$ cat config.mk
export PLATFORM = sky130hd
export DESIGN_NAME = qenc_axis
export DESIGN_NICKNAME = d
export VERILOG_FILES = /design/src/rtl/qenc_pkg.sv /design/src/rtl/qenc_sync.sv /design/src/rtl/qenc_decode.sv /design/src/rtl/qenc_count.sv /design/src/rtl/qenc_snap.sv /design/src/rtl/qenc_axis.sv
export SDC_FILE = /design/constraint.sdc
export NUM_CORES = 1
export LEC_CHECK = 0
export ABC_AREA = 1
export BUFFER_PORTS_ARGS = -buffer_cell sky130_fd_sc_hd__buf_4
export CORE_ASPECT_RATIO = 0.6
export CORE_MARGIN = 3
export CORE_UTILIZATION = 40
export CTS_BUF_LIST = sky130_fd_sc_hd__clkbuf_8 sky130_fd_sc_hd__clkbuf_16
export DETAILED_ROUTE_END_ITERATION = 8
export GPL_TIMING_DRIVEN = 1
export PLACE_DENSITY_LB_ADDON = 0.25
export REMOVE_ABC_BUFFERS = 1
export SYNTH_ARGS = -nofsm -noshare
export SYNTH_HDL_FRONTEND = slang
export SYNTH_SLANG_ARGS = --single-unit
$ cat constraint.sdc
create_clock -name clk -period 7.3 [get_ports clk]
set_input_delay 0 -clock clk [delete_from_list [all_inputs] [get_ports clk]]
set_output_delay 0 -clock clk [all_outputs]
set_load 0.005 [all_outputs]
$ cat src/rtl/qenc_pkg.sv
package qenc_pkg;

   typedef enum logic [1:0] {
      MOVE_NONE = 2'd0,
      MOVE_FWD  = 2'd1,
      MOVE_REV  = 2'd2
   } move_e;

   // Position of a channel pair within the Gray cycle 00,10,11,01 ({A,B})
   function automatic logic [1:0] phase_of(input logic [1:0] ab);
      return {ab[0], ab[1] ^ ab[0]};
   endfunction

   // A phase difference of +1 is forward and -1 is reverse; 0 or 2 makes no move
   function automatic move_e classify(input logic [1:0] prev_ab, input logic [1:0] cur_ab);
      logic [1:0] d;
      d = phase_of(cur_ab) - phase_of(prev_ab);
      case (d)
         2'd1:    return MOVE_FWD;
         2'd3:    return MOVE_REV;
         default: return MOVE_NONE;
      endcase
   endfunction

endpackage

$ cat src/rtl/qenc_sync.sv
module qenc_sync #(
   parameter int WIDTH  = 3,
   parameter int STAGES = 2
) (
   input  logic             clk,
   input  logic             rst_n,
   input  logic [WIDTH-1:0] din,
   output logic [WIDTH-1:0] dout
);
   logic [STAGES-1:0][WIDTH-1:0] pipe;

   always_ff @(posedge clk or negedge rst_n) begin
      if (!rst_n) pipe[0] <= '0;
      else        pipe[0] <= din;
   end

   for (genvar s = 1; s < STAGES; s++) begin : g_stage
      always_ff @(posedge clk or negedge rst_n) begin
         if (!rst_n) pipe[s] <= '0;
         else        pipe[s] <= pipe[s-1];
      end
   end

   assign dout = pipe[STAGES-1];
endmodule

$ cat src/rtl/qenc_decode.sv
module qenc_decode
   import qenc_pkg::*;
(
   input  logic       clk,
   input  logic       rst_n,
   input  logic [1:0] ab_i,
   output move_e      move_o
);
   logic [1:0] ab_prev;

   always_ff @(posedge clk or negedge rst_n) begin
      if (!rst_n) ab_prev <= 2'b00;
      else        ab_prev <= ab_i;
   end

   assign move_o = classify(ab_prev, ab_i);
endmodule

$ cat src/rtl/qenc_count.sv
module qenc_count
   import qenc_pkg::*;
#(
   parameter int CNT_W = 24
) (
   input  logic             clk,
   input  logic             rst_n,
   input  logic             load_i,
   input  logic [CNT_W-1:0] preload_i,
   input  move_e            move_i,
   output logic [CNT_W-1:0] cnt_o
);
   localparam logic [CNT_W-1:0] UNIT = CNT_W'(1);

   always_ff @(posedge clk or negedge rst_n) begin
      if (!rst_n) begin
         cnt_o <= '0;
      end else if (load_i) begin
         cnt_o <= preload_i;
      end else begin
         case (move_i)
            MOVE_FWD: cnt_o <= cnt_o + UNIT;
            MOVE_REV: cnt_o <= cnt_o - UNIT;
            default:  cnt_o <= cnt_o;
         endcase
      end
   end
endmodule

$ cat src/rtl/qenc_snap.sv
module qenc_snap #(
   parameter int CNT_W = 24
) (
   input  logic             clk,
   input  logic             rst_n,
   input  logic             mode_idx_i,
   input  logic             strobe_i,
   input  logic             idx_i,
   input  logic             rd_i,
   input  logic [CNT_W-1:0] cnt_i,
   output logic [CNT_W-1:0] snap_o,
   output logic             flag_o
);
   logic idx_prev;
   logic idx_rise;
   logic take;

   assign idx_rise = idx_i & ~idx_prev;
   assign take     = mode_idx_i ? idx_rise : strobe_i;

   always_ff @(posedge clk or negedge rst_n) begin
      if (!rst_n) begin
         idx_prev <= 1'b0;
         snap_o   <= '0;
         flag_o   <= 1'b0;
      end else begin
         idx_prev <= idx_i;
         if (take) snap_o <= cnt_i;
         if (mode_idx_i && idx_rise) flag_o <= 1'b1;
         else if (rd_i)              flag_o <= 1'b0;
      end
   end
endmodule

$ cat src/rtl/qenc_axis.sv
module qenc_axis
   import qenc_pkg::*;
#(
   parameter int CNT_W       = 24,
   parameter int BYTE_W      = 8,
   parameter int SYNC_STAGES = 2
) (
   input  logic              clk,
   input  logic              rst_n,
   input  logic              quad_a_in,
   input  logic              quad_b_in,
   input  logic              index_in,
   input  logic              snap_strobe_i,
   input  logic              index_mode_i,
   input  logic              load_pos_i,
   input  logic [CNT_W-1:0]  preload_i,
   input  logic              sense_rd_i,
   output logic [BYTE_W-1:0] snap_lo_o,
   output logic [BYTE_W-1:0] snap_mid_o,
   output logic [BYTE_W-1:0] snap_hi_o,
   output logic              index_flag_o
);
   localparam int NUM_BYTES = CNT_W / BYTE_W;
   localparam int SYNC_W    = 3;

   if (NUM_BYTES != 3 || CNT_W != NUM_BYTES * BYTE_W) begin : g_bad_width
      $error("qenc_axis: CNT_W must be exactly three BYTE_W bytes");
   end
   if (SYNC_STAGES < 2) begin : g_bad_sync
      $error("qenc_axis: SYNC_STAGES must be at least 2");
   end

   logic [SYNC_W-1:0] raw_in;
   logic [SYNC_W-1:0] sync_q;
   move_e             move;
   logic [CNT_W-1:0]  live_cnt;
   logic [CNT_W-1:0]  snap_q;

   assign raw_in = {index_in, quad_a_in, quad_b_in};

   qenc_sync #(.WIDTH(SYNC_W), .STAGES(SYNC_STAGES)) u_sync (
      .clk  (clk),
      .rst_n(rst_n),
      .din  (raw_in),
      .dout (sync_q)
   );

   qenc_decode u_dec (
      .clk   (clk),
      .rst_n (rst_n),
      .ab_i  (sync_q[1:0]),
      .move_o(move)
   );

   qenc_count #(.CNT_W(CNT_W)) u_cnt (
      .clk      (clk),
      .rst_n    (rst_n),
      .load_i   (load_pos_i),
      .preload_i(preload_i),
      .move_i   (move),
      .cnt_o    (live_cnt)
   );

   qenc_snap #(.CNT_W(CNT_W)) u_snap (
      .clk       (clk),
      .rst_n     (rst_n),
      .mode_idx_i(index_mode_i),
      .strobe_i  (snap_strobe_i),
      .idx_i     (sync_q[2]),
      .rd_i      (sense_rd_i),
      .cnt_i     (live_cnt),
      .snap_o    (snap_q),
      .flag_o    (index_flag_o)
   );

   assign snap_lo_o  = snap_q[BYTE_W-1:0];
   assign snap_mid_o = snap_q[2*BYTE_W-1:BYTE_W];
   assign snap_hi_o  = snap_q[3*BYTE_W-1:2*BYTE_W];
endmodule

=== Yosys cells after proc, flatten, opt, wreduce, memory -nomap -nowiden ===
Cells that the tools add are included.

* Bits in registers: 58
* Input port bits: 33
* Output and inout bits: 25

* Add/subtract/negate cells: 3
* Equality and inequality tests: 4
* Muxes and demuxes: 6
* Bitwise operators: 4
* Reductions and logical operators: 3

{| class="wikitable"
|+ Operators by type and width
! cell !! number
|-
| $pmux W24 S2 || 1
|-
| $add A24 B1 Y24 const B || 1
|-
| $mux W24 || 1
|-
| $sub A24 B1 Y24 const B || 1
|-
| $eq A2 B1 Y1 const B || 2
|-
| $eq A2 B2 Y1 const B || 2
|-
| $pmux W2 S2 || 1
|-
| $mux W1 || 3
|-
| $reduce_bool A3 Y1 || 1
|-
| $reduce_bool A2 Y1 || 1
|-
| $sub A2 B2 Y2 || 1
|-
| $xor A1 B1 Y1 || 2
|-
| $and A1 B1 Y1 || 1
|-
| $logic_and A1 B1 Y1 || 1
|-
| $not A1 Y1 || 1
|}

=== Logic depth before layout (Yosys ltp) ===
Gate-level depths: netlist (run 1).

* Word-level depth: 7
* Mapped depth: 21
* Mapped depth without buffers: 21

=== Hierarchy ===
From an unflattened synthesis (run 1), not the netlist that was laid out.

* Cells, all modules: 670
* Area total of the unflattened synthesis: 4345.4 um^2

{| class="wikitable"
|+ Modules (own cells, without submodules)
! module !! times used !! cells each !! area an instance (um^2) !! seq. area each (um^2)
|-
| qenc_count || 1 || 528 || 2976.6 || 600.6
|-
| qenc_snap || 1 || 111 || 1042.2 || 650.6
|-
| qenc_sync || 1 || 9 || 172.7 || 150.1
|-
| qenc_decode || 1 || 22 || 153.9 || 50.0
|}

=== Least setup slack after synthesis (run 1) ===
No wires, ideal clock.

* Path type: reg2reg
* Start point: reg u_dec.ab_prev[0]
* End point: reg u_cnt.cnt_o[16]
* Data arrival time: 2.433 ns
* Setup slack: 4.749 ns
* Stages on the path, launching flop included: 20
* Path buffers: 1
* Clock period less this slack: 2.551 ns
* Path through: dfrtp_1 -> xor2_1 -> ha_1 -> clkinv_1 -> nand3_4 -> buf_6 -> nand2_1 -> nand2_1 -> inv_1 -> ha_1 -> inv_1 -> nand2_1 -> nand2_1 -> nand3_1 -> nand2_1 -> nand2_2 -> nand2_1 -> nand3_1 -> nand3_1 -> nand2_1

* Longest elaborated chain between the ends: 7
* Elaborated cells on any way between the ends: 10
* Those cells by class: add/sub: 1; eq/ne: 4; mux: 3; bitwise: 1; reduce/logical: 1

{| class="wikitable"
|+ RTL lines
! element !! RTL line !! source
|-
| from (decl) || qenc_decode.sv:9 || <nowiki>logic [1:0] ab_prev;</nowiki>
|-
| from (signal assigned) || qenc_decode.sv:13 || <nowiki>else ab_prev <= ab_i;</nowiki>
|-
| $xor A1 B1 Y1 || qenc_pkg.sv:11 || <nowiki>return {ab[0], ab[1] ^ ab[0]};</nowiki>
|-
| $sub A2 B2 Y2 (*) || qenc_pkg.sv:17 || <nowiki>d = phase_of(cur_ab) - phase_of(prev_ab);</nowiki>
|-
| $eq A2 B2 Y1 or $eq A2 B1 Y1 (tied branches) || qenc_pkg.sv:18 || <nowiki>case (d)</nowiki>
|-
| $pmux W2 S2 (*) || qenc_pkg.sv:18 ||
|-
| $eq A2 B2 Y1 or $eq A2 B1 Y1 (tied branches) || qenc_count.sv:21 || <nowiki>case (move_i)</nowiki>
|-
| $pmux W24 S2 || qenc_count.sv:21 ||
|-
| $mux W24 || qenc_count.sv:18 || <nowiki>end else if (load_i) begin</nowiki>
|-
| to (signal assigned) || qenc_count.sv:19 || <nowiki>cnt_o <= preload_i;</nowiki>
|-
| to (signal assigned) || qenc_count.sv:22 || <nowiki>MOVE_FWD: cnt_o <= cnt_o + UNIT;</nowiki>
|-
| to (signal assigned) || qenc_count.sv:23 || <nowiki>MOVE_REV: cnt_o <= cnt_o - UNIT;</nowiki>
|-
| to (decl) || qenc_count.sv:11 || <nowiki>output logic [CNT_W-1:0] cnt_o</nowiki>
|}

Every way passes the cells marked *; elsewhere a longest branch is shown, timed or not.
A chain may end at the register's enable or synchronous reset.

=== Final worst setup path (run 1) ===
Same ends and word-level chain as after synthesis.

==> qor.yml, run 1 <==
relSlewSlack: 0.374
final_cell_mix: "147 x nand2_1, 60 x buf_4, 58 x nor2_1, 58 x dfrtp_1, 56 x inv_1"
finalSetupViolCount: 0
ctsHoldBuffers: 29
num_rows: 26
first_global_vias: 3722
dieArea_um2: 10800
routed_wl_um: 11800
ant_nets: 0
cts_resized: 0
cts.clk_slew.worst_paths_ns: 0.05
yosys.area.top_type: "dfrtp_1"
die_w_um: 132
peakVddDrop_v: 0.000130
cp-endpoint: "u_cnt.cnt_o[16]$_DFFE_PN0P_"
track_usage: 0.232
period_share: 0.512
path_max_fanout: 27
ctsRootBufferMaster: "clkbuf_16"
area_growth_pct: 28.4
fmax_ghz: 0.267
avgViaCountPerCell: 5.25
cp_data_arrival_time_ns: 3.96
rsz0062_at_grt: "false"
coreArea_um2: 8910
fin_crit_ns: 3.74
ys_ff_latch: 58
skew_ns: 0.00634
dp_hpwl_um: 8380
netlist_instances: 538
netlist.area_leader.share: 0.379
utilization: 0.551
ys_top_cells_by_area: "dfrtp_1 38%, nand2_1 14%, nor2_1 5.7%"
synth.avg_cell_area_um2: 7.11
worst_skew_pair.late_latency_ns: 0.33
postCtsSetupBuffers: 0
syn_area_um2: 3830
vias: 3916
dr.pass1.iters: 5
drive_gt1_frac: 0.179
grt_pass1_wl_um: 19500
synth-seq-area-share: 0.379
antenna_found_initial: 0
drv_slew: 0
power_density_nw_per_um2: 300
maxCapViolCount: 0
die_h_um: 81.8
ctsLongestPathBuffers: 2
initial_core_util: 0.429
cts_tree: "built"
p_leak_uw: 0.00239
r2r_end: "u_cnt.cnt_o[16]$_DFFE_PN0P_"
layout_commonest_cell: "nand2_1"
drc: 0
gp_congestion: 0.919
synthDistinctLibCells: 31
grt_overflow_total: 0
crit_type: "reg2reg"
final_hold_viol_count: 0
yosysWarningCount: 0
port_buffers: 57
numCtsBuffers: 9
h-tree-depth: 3
hold_class: "in2reg"
fin_setup_tns_ns: 0
critPathRequiredTime_ns: 7.52
avgRoutedWirePerCell_um: 15.8
cts_sinks: 58
ff2ff_path_depth: 18
reg2reg_slack_ns: 3.56
status: "finished, final reports clean"
r2r-start: "u_dec.ab_prev[0]$_DFF_PN0_"
setup.worst_path.start: "u_dec.ab_prev[0]$_DFF_PN0_"
drt-initial-drc-count: 351
grt_max_degree: 59
antenna_cells: 0
cp-start-kind: "flip-flop"
end_kind: "flip-flop"
ioPinCount: 58
fin_hold_ws_ns: 0.0235
tightest_slew_ns: 0.927
final_nets: 651
## state kept, by name (all words and copies together), names as in the netlist
signal,flops
u_dec.ab_prev,2
u_snap.flag_o,1
u_snap.snap_o,24
u_sync.dout,3
u_snap.idx_prev,1
u_cnt.cnt_o,24
u_sync.pipe,3
## cell families (layout without fill, tap and decap cells)
kind of cell | after synthesis | after routing | synth area share
buffers and inverters | 80 | 162 | 0.0880
adder cells (fa/ha/maj) | 2 | 2 | 0.00654
XOR/XNOR | 10 | 10 | 0.0229
AND/OR/NAND/NOR | 308 | 308 | 0.366
AO/OA/AOI/OAI | 80 | 80 | 0.138
flip-flops | 58 | 58 | 0.379
## cells in the mapped netlist
master,n
clkinv_1,2
dfrtp_1,58
clkbuf_1,8
nor2_1,58
buf_1,2
xnor2_1,1
o21ai_1,3
o221ai_1,4
o41ai_1,19
o21a_1,4
nand2_2,19
nand2_4,3
o21ai_0,14
ha_1,2
xor2_1,9
o21ai_2,1
inv_2,1
buf_4,1
inv_1,55
nand3_4,2
nand3_1,41
nor2_2,10
buf_6,3
a21oi_1,26
buf_2,8
nand4_1,27
nor3_1,1
o21bai_2,1
o211ai_1,5
o21bai_1,3
nand2_1,147
## worst min-delay path by stage
stage / cells past startpoint / start / endpoint
2_1_floorplan: 0 / rst_n / u_cnt.cnt_o[0]$_DFFE_PN0P_
3_3_place_gp: 1 / rst_n / u_snap.snap_o[9]$_DFFE_PN0P_
3_5_place_dp: 1 / quad_a_in / u_sync.pipe[1]$_DFF_PN0_
4_1_cts: 5 / index_mode_i / u_snap.flag_o$_DFFE_PN0P_
5_1_grt: 5 / index_mode_i / u_snap.flag_o$_DFFE_PN0P_
6_report: 5 / index_mode_i / u_snap.flag_o$_DFFE_PN0P_
## layer usage
layer,vias up,track usage,part of all wire
met5,-,0,0
met3,14,0.0471,0.062
met1,1823,0.353,0.53
met4,0,0.0539,0.0094
met2,138,0.338,0.40
li1,1941,-,-
## critical path, stage by stage (launching register included)
cell      delay, ns
dfrtp_1        0.41
xor2_1         0.16
ha_1           0.33
clkinv_1       0.67
nand3_4        0.68
nand2_1        0.09
nand2_1        0.12
inv_1          0.05
ha_1           0.17
inv_1          0.05
nand2_1        0.09
nand2_1        0.08
nand3_1        0.16
nand2_1        0.16
nand2_2        0.09
nand2_1        0.08
nand3_1        0.06
nand3_1        0.10
nand2_1        0.06
## stage by stage
stage / setup slack, ns / std cells / total power, µW / area [µm²]
floorplan: 4.35 / 516 / 820 / 3710
detailed placement: 3.63 / 702 / 1020 / 4320
global placement: 3.79 / 702 / 1010 / 4320
finish: 3.56 / 746 / 1470 / 4910
global route: 3.19 / 746 / 1580 / 4910
CTS: 3.62 / 746 / 1480 / 4910
## area by class of cell
cell class,instances,area [µm²]
Fill cell,907,4000
Multi-Input combinational cell,400,2040
Sequential cell,58,1450
Timing Repair Buffer,89,741
Clock buffer,12,267
Inverter,58,218
Tap cell,126,158
Clock inverter,3,38.8
## power by group
group / leakage, µW / switching, µW / internal, µW
logic: 0.00156 / 355 / 213
clock network: 0.000156 / 144 / 288
registers: 0.000676 / 81.1 / 390
No activity file was read; power rests on OpenSTA's default activity.
==> inputs of run 2 (changes only) <==
--- a/config.mk
+++ b/config.mk
@@ -5,7 +5,7 @@
 export SDC_FILE = /design/constraint.sdc
 export NUM_CORES = 1
 export LEC_CHECK = 0
-export ABC_AREA = 1
+export ABC_AREA = 0
 export BUFFER_PORTS_ARGS = -buffer_cell sky130_fd_sc_hd__buf_4
 export CORE_ASPECT_RATIO = 0.6
 export CORE_MARGIN = 3
==> constraint.sdc (replaced) <==
create_clock -name clk -period 3.19 [get_ports clk]
set_input_delay 0 -clock clk [delete_from_list [all_inputs] [get_ports clk]]
set_output_delay 0 -clock clk [all_outputs]
set_load 0.005 [all_outputs]
==> run 2 against run 1 <==
  * Clock-buffer cell count stayed put
  * Via count is 26% lower
  * Maximum frequency is 23% higher
  * Core utilization is 2.2 points higher
  * Synthesized cell count is 39% lower
  * Final area is 6.9% lower
  * First-iteration DRC count is 60% lower
  * Critical path type unchanged
  * Critical endpoint unchanged
==> qor.yml, run 2 <==
area_growth_pct: 37.7
drt-initial-drc-count: 139
num_rows: 25
ioPinCount: 58
grt_max_degree: 59
reg_top3: "u_cnt.cnt_o: 24 flops, u_snap.snap_o: 24 flops"
dp_hpwl_um: 6080
layout_commonest_cell: "buf_4"
drt-met1-wl_um: 4550
finalSetupViolCount: 0
gp_congestion: 0.905
ctsLongestPathBuffers: 2
p_leak_uw: 0.00190
period_share: 0.956
ys_top_cells_by_area: "dfrtp_1 44%, mux2_2 12%, xor2_1 3.7%"
yosysMostFrequentCell: "dfrtp_1"
netlist_instances: 327
initial_core_util: 0.416
worst_skew_pair.late_latency_ns: 0.33
port_buffers: 57
skew_ns: 0.00681
cts_tree: "built"
first_global_vias: 2891
cts_sinks: 58
rsz0062_at_grt: "false"
vias: 2902
seq_area_um2: 1450
hold_class: "in2reg"
synth_commonest_cells: "58 x dfrtp_1, 36 x mux2_2, 24 x nand2_1"
ys_ff_latch: 58
peakVddDrop_v: 0.000353
netlist.area_leader.share: 0.437
status: "finished, final reports clean"
yosysWarningCount: 0
die_h_um: 76.6
cts.clk_slew.worst_paths_ns: 0.05
final_cell_mix: "77 x buf_4, 58 x dfrtp_1, 36 x mux2_2, 29 x dlygate4sd3_1, 24 x nand2_1"
ctsRootBufferMaster: "clkbuf_16"
fin_crit_ns: 3.05
multi_input_area_um2: 1790
grt_pass1_wl_um: 15000
dieArea_um2: 9460
synth-main-ff-cell: "dfrtp_1"
numCtsBuffers: 9
relSlewSlack: 0.510
drc: 0
cp_data_arrival_time_ns: 3.29
ant_nets: 0
coreArea_um2: 7980
drv_slew: 0
synth_edf_count: 0
maxCapViolCount: 0
path_max_fanout: 4
synth.avg_cell_area_um2: 10.2
syn_area_um2: 3320
yosys.area.top_type: "dfrtp_1"
track_usage: 0.206
synth-seq-area-share: 0.437
power_density_nw_per_um2: 615
avgRoutedWirePerCell_um: 17.1
die_w_um: 124
antenna_cells: 0
tightest_slew_ns: 0.735
fmax_ghz: 0.328
end_kind: "flip-flop"
final_hold_viol_count: 0
fin_setup_tns_ns: 0
h-tree-depth: 3
drive_gt1_frac: 0.348
routed_wl_um: 9060
grt_overflow_total: 0
dr.pass1.iters: 4
antenna_found_initial: 0
route.met3.wl_um: 745
fill_cells: 717
async_flop_share: 1.00
synthDistinctLibCells: 49
dr.max_layer_used: "met4"
dr_wl_met2_um: 3670
fin_hold_ws_ns: 0.0396
critPathRequiredTime_ns: 3.43
avgViaCountPerCell: 5.47
crit_type: "reg2reg"
p_total_uw: 2810
cp-start-kind: "flip-flop"
final_nets: 454
==> run 2: cells by family after synthesis <==
family          synth area share
simple gates               0.203
xor+xnor                  0.0727
fa+ha+maj                0.00754
mux                        0.143
buf+inv                   0.0479
compound gates            0.0886
flops                      0.437
==> run 2: repair_timing <==
action / 4_1_cts / 5_1_grt
endpoints found under the setup margin: 9 / 9
endpoints found under the hold margin: 85 / 0
buffers inserted: 1 / 1
pin swaps: 4 / 4
gates resized for setup: 7 / 9
hold buffers: 29 / 0
==> run 2: worst max-delay path, cell delays in order, from the launching register on <==
cell and delay (ns):
dfrtp_1 0.38, xnor2_1 0.20, ha_2 0.21, xnor3_1 0.24, or2_4 0.26, xnor2_2 0.15
ha_4 0.20, and4_1 0.21, and4_4 0.22, a211o_4 0.29, mux2i_1 0.13, or3_1 0.31
a31oi_1 0.16
==> run 2: where the power goes <==
group | switching [µW] | internal, µW | leakage [µW]
Combinational | 362 | 436 | 0.00105
Sequential | 163 | 870 | 0.000686
Clock | 319 | 658 | 0.000156
Total | 844 | 1960 | 0.00190
==> run 2: worst paths after layout <==
kind                                          start                            end  slack [ns]  depth (start not counted)
hold reg to reg            u_sync.pipe[0]$_DFF_PN0_       u_sync.dout[0]$_DFF_PN0_        0.34                          0
setup reg to reg           u_sync.dout[1]$_DFF_PN0_    u_cnt.cnt_o[16]$_DFFE_PN0P_        0.14                         12
setup / recovery           u_sync.dout[1]$_DFF_PN0_    u_cnt.cnt_o[16]$_DFFE_PN0P_        0.14                         12
min in group asynchronous                     rst_n   u_snap.snap_o[2]$_DFFE_PN0P_        0.27                          2
hold / removal                        preload_i[22]    u_cnt.cnt_o[22]$_DFFE_PN0P_        0.04                          3
max in group asynchronous                     rst_n  u_snap.snap_o[13]$_DFFE_PN0P_        2.42                          2
==> run 2: metal layers <==
layer | global-route usage | vias to the layer above
li1 | - | 1391
met1 | 0.310 | 1404
met2 | 0.281 | 98
met3 | 0.0705 | 9
met4 | 0.0519 | 0
met5 | 0 | -
==> run 2: final cells by class <==
type,instances,area share
multi-input combinational,238,0.391
sequential,58,0.318
timing repair buffer,106,0.190
clock buffer,12,0.0583
tap,108,0.0296
clock inverter,3,0.00849
inverter,6,0.00493
==> run 2: through the flow <==
| stage | worst slack [ns] | std cells | utilization | instance area, µm² |
|---|---|---|---|---|
| floorplan | -0.413 | 302 | - | 3180 |
| global placement | -0.121 | 485 | 0.487 | 3880 |
| detailed placement | -0.179 | 485 | 0.487 | 3880 |
| CTS | 0.106 | 530 | 0.565 | 4510 |
| global route | 0.00517 | 531 | 0.573 | 4570 |
| finish | 0.140 | 531 | 0.573 | 4570 |
